===== src/rtl/rwl_pkg.sv =====
// Shared defaults and types for the row write latch and erase controller.
// Assumes a word-addressed array whose top address bit selects configuration space.
package rwl_pkg;
    localparam int WORD_W_D   = 14;  // array word width
    localparam int ADDR_W_D   = 14;  // address width, top bit = configuration space
    localparam int ROW_LOG2_D = 4;   // log2 of words per row
    localparam int UID_SPAN_D = 9;   // words at the start of config space where erase hits user IDs

    // Erase strobe bundle
    typedef struct packed {
        logic main;
        logic cfg;
        logic uid;
        logic row;
    } erase_t;
endpackage


===== src/rtl/rwl_latch_bank.sv =====
// Bank of row write latches. Loads one word per cycle by index, reads one word
// by index, and returns every latch to the erased value on a clear pulse.
// Assumes the caller never loads and clears in the same cycle.
module rwl_latch_bank #(
    parameter int WORD_W   = rwl_pkg::WORD_W_D,
    parameter int ROW_LOG2 = rwl_pkg::ROW_LOG2_D
) (
    input  logic                clk,
    input  logic                rst_n,
    input  logic                ld_i,
    input  logic [ROW_LOG2-1:0] ld_idx_i,
    input  logic [WORD_W-1:0]   ld_data_i,
    input  logic                clr_i,
    input  logic [ROW_LOG2-1:0] rd_idx_i,
    output logic [WORD_W-1:0]   rd_data_o
);
    localparam int                NWORDS = 1 << ROW_LOG2;
    localparam logic [WORD_W-1:0] ERASED = {WORD_W{1'b1}};

    logic [WORD_W-1:0] lat_q [NWORDS];

    for (genvar g = 0; g < NWORDS; g++) begin : g_lat
        // Hold one latch: load on index match, else erase on clear
        always_ff @(posedge clk) begin
            if (!rst_n) begin
                lat_q[g] <= ERASED;
            end else if (ld_i && ld_idx_i == ROW_LOG2'(g)) begin
                lat_q[g] <= ld_data_i;
            end else if (clr_i) begin
                lat_q[g] <= ERASED;
            end
        end
    end

    // Word selected for the array write port
    always_comb begin
        rd_data_o = lat_q[rd_idx_i];
    end

    p_clear_r5: assert property (@(posedge clk) disable iff (!rst_n)
        (clr_i && !ld_i) |=> (lat_q[0] == ERASED && lat_q[NWORDS-1] == ERASED));
    p_load_r2: assert property (@(posedge clk) disable iff (!rst_n)
        (ld_i && ld_idx_i == '0) |=> lat_q[0] == $past(ld_data_i));
endmodule


===== src/rtl/rwl_write_seq.sv =====
// Row write sequencer. On start it captures the row number and steps through
// every word offset, one per cycle, raising done on the final word.
// Assumes start is only given while idle.
module rwl_write_seq #(
    parameter int ADDR_W   = rwl_pkg::ADDR_W_D,
    parameter int ROW_LOG2 = rwl_pkg::ROW_LOG2_D
) (
    input  logic                       clk,
    input  logic                       rst_n,
    input  logic                       start_i,
    input  logic [ADDR_W-ROW_LOG2-1:0] row_i,
    output logic                       busy_o,
    output logic                       done_o,
    output logic [ROW_LOG2-1:0]        idx_o,
    output logic [ADDR_W-1:0]          addr_o
);
    localparam logic [ROW_LOG2-1:0] LAST = {ROW_LOG2{1'b1}};

    logic                       busy_q;
    logic [ROW_LOG2-1:0]        idx_q;
    logic [ADDR_W-ROW_LOG2-1:0] row_q;

    // Sequence state: idle, or walking offsets of the captured row
    always_ff @(posedge clk) begin
        if (!rst_n) begin
            busy_q <= 1'b0;
            idx_q  <= '0;
            row_q  <= '0;
        end else if (!busy_q) begin
            if (start_i) begin
                busy_q <= 1'b1;
                idx_q  <= '0;
                row_q  <= row_i;
            end
        end else if (idx_q == LAST) begin
            busy_q <= 1'b0;
            idx_q  <= '0;
        end else begin
            idx_q <= idx_q + 1'b1;
        end
    end

    // Present the current word address and progress flags
    always_comb begin
        busy_o = busy_q;
        done_o = busy_q && (idx_q == LAST);
        idx_o  = idx_q;
        addr_o = {row_q, idx_q};
    end

    p_idx_step_r3: assert property (@(posedge clk) disable iff (!rst_n)
        (busy_q && idx_q != LAST) |=> (busy_q && idx_q == $past(idx_q) + 1'b1));
    p_row_hold_r3: assert property (@(posedge clk) disable iff (!rst_n)
        (busy_q && idx_q != LAST) |=> $stable(row_q));
    p_end_r3: assert property (@(posedge clk) disable iff (!rst_n)
        (busy_q && idx_q == LAST) |=> !busy_q);
endmodule


===== src/rtl/rwl_erase_dec.sv =====
// Erase decoder. Turns accepted bulk and row erase requests into one-cycle
// region strobes chosen by the address region and the protection bit.
// Assumes at most one of bulk_i / row_i is high in a cycle.
module rwl_erase_dec #(
    parameter int ADDR_W   = rwl_pkg::ADDR_W_D,
    parameter int ROW_LOG2 = rwl_pkg::ROW_LOG2_D,
    parameter int UID_SPAN = rwl_pkg::UID_SPAN_D
) (
    input  logic              clk,
    input  logic              rst_n,
    input  logic              bulk_i,
    input  logic              row_i,
    input  logic [ADDR_W-1:0] addr_i,
    input  logic              prot_i,
    output rwl_pkg::erase_t   stb_o,
    output logic [ADDR_W-1:0] row_addr_o
);
    localparam logic [ADDR_W-1:0] CFG_BASE = ADDR_W'(1) << (ADDR_W - 1);
    localparam logic [ADDR_W-1:0] UID_LAST = CFG_BASE + ADDR_W'(UID_SPAN - 1);

    logic            in_main;
    logic            in_uid;
    rwl_pkg::erase_t nxt;
    rwl_pkg::erase_t stb_q;
    logic [ADDR_W-1:0] row_addr_q;

    // Classify the address and pick which regions this request clears
    always_comb begin
        in_main = !addr_i[ADDR_W-1];
        in_uid  = addr_i[ADDR_W-1] && (addr_i <= UID_LAST);
        nxt     = '0;
        if (bulk_i) begin
            nxt.main = in_main || in_uid;
            nxt.cfg  = in_main || in_uid;
            nxt.uid  = in_uid;
        end else if (row_i) begin
            nxt.row = in_main && !prot_i;
            nxt.uid = in_uid;
        end
    end

    // Register the strobes so each lasts exactly one cycle
    always_ff @(posedge clk) begin
        if (!rst_n) begin
            stb_q      <= '0;
            row_addr_q <= '0;
        end else begin
            stb_q      <= nxt;
            row_addr_q <= {addr_i[ADDR_W-1:ROW_LOG2], {ROW_LOG2{1'b0}}};
        end
    end

    assign stb_o      = stb_q;
    assign row_addr_o = row_addr_q;

    p_bulk_pair_r6: assert property (@(posedge clk) disable iff (!rst_n)
        stb_q.main |-> stb_q.cfg);
    p_row_prot_r8: assert property (@(posedge clk) disable iff (!rst_n)
        (row_i && prot_i) |=> !stb_q.row);
    p_above_window_r9: assert property (@(posedge clk) disable iff (!rst_n)
        ((bulk_i || row_i) && addr_i > UID_LAST) |=> (stb_q == '0));
    p_one_cycle_r6: assert property (@(posedge clk) disable iff (!rst_n)
        (!bulk_i && !row_i) |=> (stb_q == '0));
endmodule


===== src/rtl/rwl_row_programmer.sv =====
// Row write latch and erase controller top. Arbitrates the requests, fills the
// latch bank, streams whole aligned rows to the array and issues erase strobes.
// Assumes request inputs are single-cycle pulses synchronous to clk.
module rwl_row_programmer #(
    parameter int WORD_W   = rwl_pkg::WORD_W_D,
    parameter int ADDR_W   = rwl_pkg::ADDR_W_D,
    parameter int ROW_LOG2 = rwl_pkg::ROW_LOG2_D,
    parameter int UID_SPAN = rwl_pkg::UID_SPAN_D
) (
    input  logic              clk,
    input  logic              rst_n,
    input  logic              req_load_i,
    input  logic              req_prog_i,
    input  logic              req_bulk_i,
    input  logic              req_row_i,
    input  logic [WORD_W-1:0] req_data_i,
    input  logic [ADDR_W-1:0] cur_addr_i,
    input  logic              prot_on_i,
    output logic              arr_we_o,
    output logic [ADDR_W-1:0] arr_addr_o,
    output logic [WORD_W-1:0] arr_data_o,
    output logic              busy_o,
    output logic              ers_main_o,
    output logic              ers_cfg_o,
    output logic              ers_uid_o,
    output logic              ers_row_o,
    output logic [ADDR_W-1:0] ers_row_addr_o
);
    logic                go_prog, go_bulk, go_row, go_load;
    logic                busy, done;
    logic [ROW_LOG2-1:0] rd_idx;
    rwl_pkg::erase_t     stb;

    // Accept at most one request per cycle, by priority, and none while busy
    always_comb begin
        go_prog = req_prog_i && !busy;
        go_bulk = req_bulk_i && !busy && !req_prog_i;
        go_row  = req_row_i  && !busy && !req_prog_i && !req_bulk_i;
        go_load = req_load_i && !busy && !req_prog_i && !req_bulk_i && !req_row_i;
    end

    rwl_latch_bank #(.WORD_W(WORD_W), .ROW_LOG2(ROW_LOG2)) u_bank (
        .clk       (clk),
        .rst_n     (rst_n),
        .ld_i      (go_load),
        .ld_idx_i  (cur_addr_i[ROW_LOG2-1:0]),
        .ld_data_i (req_data_i),
        .clr_i     (done),
        .rd_idx_i  (rd_idx),
        .rd_data_o (arr_data_o)
    );

    rwl_write_seq #(.ADDR_W(ADDR_W), .ROW_LOG2(ROW_LOG2)) u_seq (
        .clk     (clk),
        .rst_n   (rst_n),
        .start_i (go_prog),
        .row_i   (cur_addr_i[ADDR_W-1:ROW_LOG2]),
        .busy_o  (busy),
        .done_o  (done),
        .idx_o   (rd_idx),
        .addr_o  (arr_addr_o)
    );

    rwl_erase_dec #(.ADDR_W(ADDR_W), .ROW_LOG2(ROW_LOG2), .UID_SPAN(UID_SPAN)) u_ers (
        .clk        (clk),
        .rst_n      (rst_n),
        .bulk_i     (go_bulk),
        .row_i      (go_row),
        .addr_i     (cur_addr_i),
        .prot_i     (prot_on_i),
        .stb_o      (stb),
        .row_addr_o (ers_row_addr_o)
    );

    // Drive the strobe and write-enable ports
    always_comb begin
        arr_we_o   = busy;
        busy_o     = busy;
        ers_main_o = stb.main;
        ers_cfg_o  = stb.cfg;
        ers_uid_o  = stb.uid;
        ers_row_o  = stb.row;
    end

    p_no_erase_in_write_r10: assert property (@(posedge clk) disable iff (!rst_n)
        $past(busy) |-> !(ers_main_o || ers_uid_o || ers_row_o));
    p_strobe_exclusive_r9: assert property (@(posedge clk) disable iff (!rst_n)
        $onehot0({ers_row_o, ers_uid_o && !ers_main_o, ers_main_o}));
endmodule


===== config.mk =====
export PLATFORM = sky130hd
export DESIGN_NAME = rwl_row_programmer
export DESIGN_NICKNAME = d
export VERILOG_FILES = /design/src/rtl/rwl_pkg.sv /design/src/rtl/rwl_latch_bank.sv /design/src/rtl/rwl_write_seq.sv /design/src/rtl/rwl_erase_dec.sv /design/src/rtl/rwl_row_programmer.sv
export SDC_FILE = /design/constraint.sdc
export NUM_CORES = 1
export LEC_CHECK = 0
export BUFFER_PORTS_ARGS = -buffer_cell sky130_fd_sc_hd__buf_2
export CAP_MARGIN = 30
export CORE_UTILIZATION = 54
export DETAILED_ROUTE_END_ITERATION = 12
export GPL_TIMING_DRIVEN = 0
export HOLD_SLACK_MARGIN = 0.12
export PLACE_DENSITY = 0.73
export SETUP_SLACK_MARGIN = 0.3
export SLEW_MARGIN = 25
export SYNTH_ARGS = -nofsm -noshare
export SYNTH_HDL_FRONTEND = slang
export SYNTH_SLANG_ARGS = --single-unit

===== constraint.sdc =====
create_clock -name clk -period 3 [get_ports clk]
set_input_delay 0.3 -clock clk [delete_from_list [all_inputs] [get_ports clk]]
set_output_delay 0.3 -clock clk [all_outputs]
set_load 0.01 [all_outputs]

==> impl_results.md <==
* PwrDens at 576 nW/µm²
* Lkg Pwr at 0.00367 µW
* DR vias at 7463
* Filler cell count at 1472
* Root Driver: clkbuf_16
* Number of synthesized flops with an enable pin at 224
* Outcome: complete, no violations
* Pins Over Slew Limit at 0
* Critical Path RT at 2.70 ns
* Drt pass-1 iters at 6
* Vias/cell at 6.07
* Rel. slew slack at 38.9%
* Clk_skew at 0.0262 ns
* F_max at 378 MHz
* ANT cells at 0
* CTS sink count at 256
* Final period util at 88.2%
* Kind of critical path: reg -> out
* I/O pin count at 83
* Clock slew at reported path FFs at 0.06 ns
* Grt ovf at 0
* Initial antenna violation count at 0
* CTS buffer count at 26
* Combinational Power Share at 6.8%
* R2r setup slk at 0.36 ns
* Count leader, synth: edfxtp_1
* Die area at 21100 µm²
* Synth top area cells: edfxtp_1 61%, mux4_2 11%, nand2_1 6.0%
* DP HPWL at 20100 µm
* Clock insertion delay at the later pin of the skew report at 0.53 ns
* Core Util, Final at 65.1%
* Hold crit path type: in -> reg
* Placeable Area at 20200 µm²
* WP data arrival at 2.35 ns
* Dominant cell type by area after synthesis: edfxtp_1
* Yosys cell types at 39
* DP Worst Slack at 0.122 ns
* Least-Margin Pin Slew at 0.911 ns
* Sw Share at 22.0%
* Psw at 1660 µW
* Post-Syn Area at 11100 µm²
* Total power draw at 7560 µW
* Final nets at 979
* # rows at 52
* Die W at 145 µm
* GRT Total Usage at 28.1%
* Clock power share at 41.3%
* PnR worst setup slack at 0.355 ns
* Synth Instances at 805
* Largest net degree at the start of global routing at 15
* Final Critical Period at 2.65 ns
* Antenna viol nets, final at 0
* Pint at 5900 µW
* Final GP Congestion at 0.856
* H-tree levels at 1
* FFs w/ async S/R, synth at 0%
* IO buf count at 78
* RSZ-0062 raised after global routing: yes
* Final hold vios at 0
* Startpoint types: flip-flop
* Vias in the first global route at 7543
* Max-cap violations at 0
* First-pass GRT wire length at 43900 µm
* Placed Area at 12000 µm²
* Critical Path End Type: output port
* Share of the synthesized area in the top cell type at 60.7%
* Area growth syn-to-layout at 18.4%
* YS warnings at 0
* Vert. Die Dim at 145 µm
* Seq/Total Area, Yosys at 66.5%
* Finished layout cell area at 13100 µm²
* Total Wirelength at 29000 µm
* Sequential share of power at 51.9%
* CTS tree: built
* Synth top cells by count: 224 x edfxtp_1, 178 x nand2_1, 86 x or3_1
* Avg Cell Area, Syn at 13.8 µm²
* Worst VDD drop at 0.000443 V
* Synthesized flop and latch total at 256
* Initial DRC count at 766
* Clk buf depth at 3
* Layout cells sized above 1 at 26.0%
* Worst Path Max Fanout at 10
* Starting Density at 55.0%
* Setup violations, final at 0
* Wire per inst at 23.6 µm
* Main flop type after synthesis: edfxtp_1
* DRC viols at 0
-- kinds of logic (layout without fill, tap and decap cells) --
logic type	Yosys count	after routing	share of synthesized area, %
compound gates	66	66	3.77
simple gates	356	356	15.3
flops	256	256	66.5
fa+ha+maj	1	1	0.113
other cells	1	4	0.0338
mux	57	57	11.5
buf+inv	68	220	2.82
-- critical path, cell delays in order, from the launching register on --
cell and delay (ns):
dfxtp_1 0.38, buf_4 0.30, mux4_2 0.54, a22oi_1 0.35, nand2_1 0.11, buf_2 0.15
-- metal layers --
metal	vias to the layer above	part of all wire, %	GRT usage, %	wire length [µm]
met5	-	0	0	0
met4	0	2.8	9.47	805
met3	69	10	5.16	2960
met2	489	48	45.5	14000
met1	3624	39	38.7	11200
li1	3281	-	-	-
-- final timing paths --
| check | startpoint | end | cells after the start |
|---|---|---|---|
| worst max-delay path | flip-flop | arr_data_o[5] | 5 |
| worst min-delay path | cur_addr_i[0] | u_ers.stb_o[1] | 4 |
| worst max register to register | u_seq.busy_o | u_bank.lat_q[12][9] | 5 |
| worst min register to register | u_seq.row_q[3] | u_seq.row_q[3] | 2 |
-- repair_timing --
item,CTS,global route
buffers inserted,0,0
endpoints found under the setup margin,121,18
hold endpoints to repair,23,0
gates resized for setup,25,20
hold buffers,15,0
-- stage by stage --
step	hold slack (ns)	std cells	TNS, ns
global route	0.189	1230	0
finish	0.191	1230	0
floorplan	0.375	808	0
global placement	0.438	1156	-139.64
detailed placement	0.446	1169	0
CTS	0.151	1229	0
-- placed cells by master (no fill, tap or decap), drive strengths merged, types with 2 or more instances in the layout --
cell,count
edfxtp,224
nand2,178
buf,119
or3,86
clkbuf,69
mux4,56
nor2,46
dfxtp,32
a22oi,28
o21ai,17
a21oi,15
dlygate4sd3,15
and2,12
clkinv,9
nand2b,6
nor3,6
inv,5
or4,5
conb,4
nor4,4
nor2b,3
or2,3
nand4,2
o211ai,2
a211oi,2
bufinv,2
or3b,2
-- power by group through the flow --
stage	registers (µW)	clock network, µW	logic (µW)
2_1_floorplan	4010	0	247
3_3_place_gp	4010	0	440
3_5_place_dp	4000	0	477
4_1_cts	3930	3120	501
5_1_grt	3930	3270	545
6_report	3930	3120	513
-- flip-flops by register name, indices dropped and copies added, names as in the netlist, named ones only --
name / count
u_ers.stb_o: 3
u_seq.row_q: 10
u_seq.busy_o: 1
u_ers.row_addr_o: 10
u_bank.lat_q: 224
u_seq.idx_o: 4
-- final cells by class --
| type | instances | area (µm²) | share of cell area, % |
|---|---|---|---|
| Sequential cell | 256 | 7370 | 56.1 |
| Multi-Input combinational cell | 484 | 3510 | 26.7 |
| Clock buffer | 33 | 698 | 5.32 |
| Timing Repair Buffer | 107 | 696 | 5.30 |
| Buffer | 63 | 392 | 2.98 |
| Tap cell | 270 | 338 | 2.57 |
| Clock inverter | 12 | 109 | 0.829 |
| Inverter | 5 | 18.8 | 0.143 |
(Power assumes the default switching activity.)
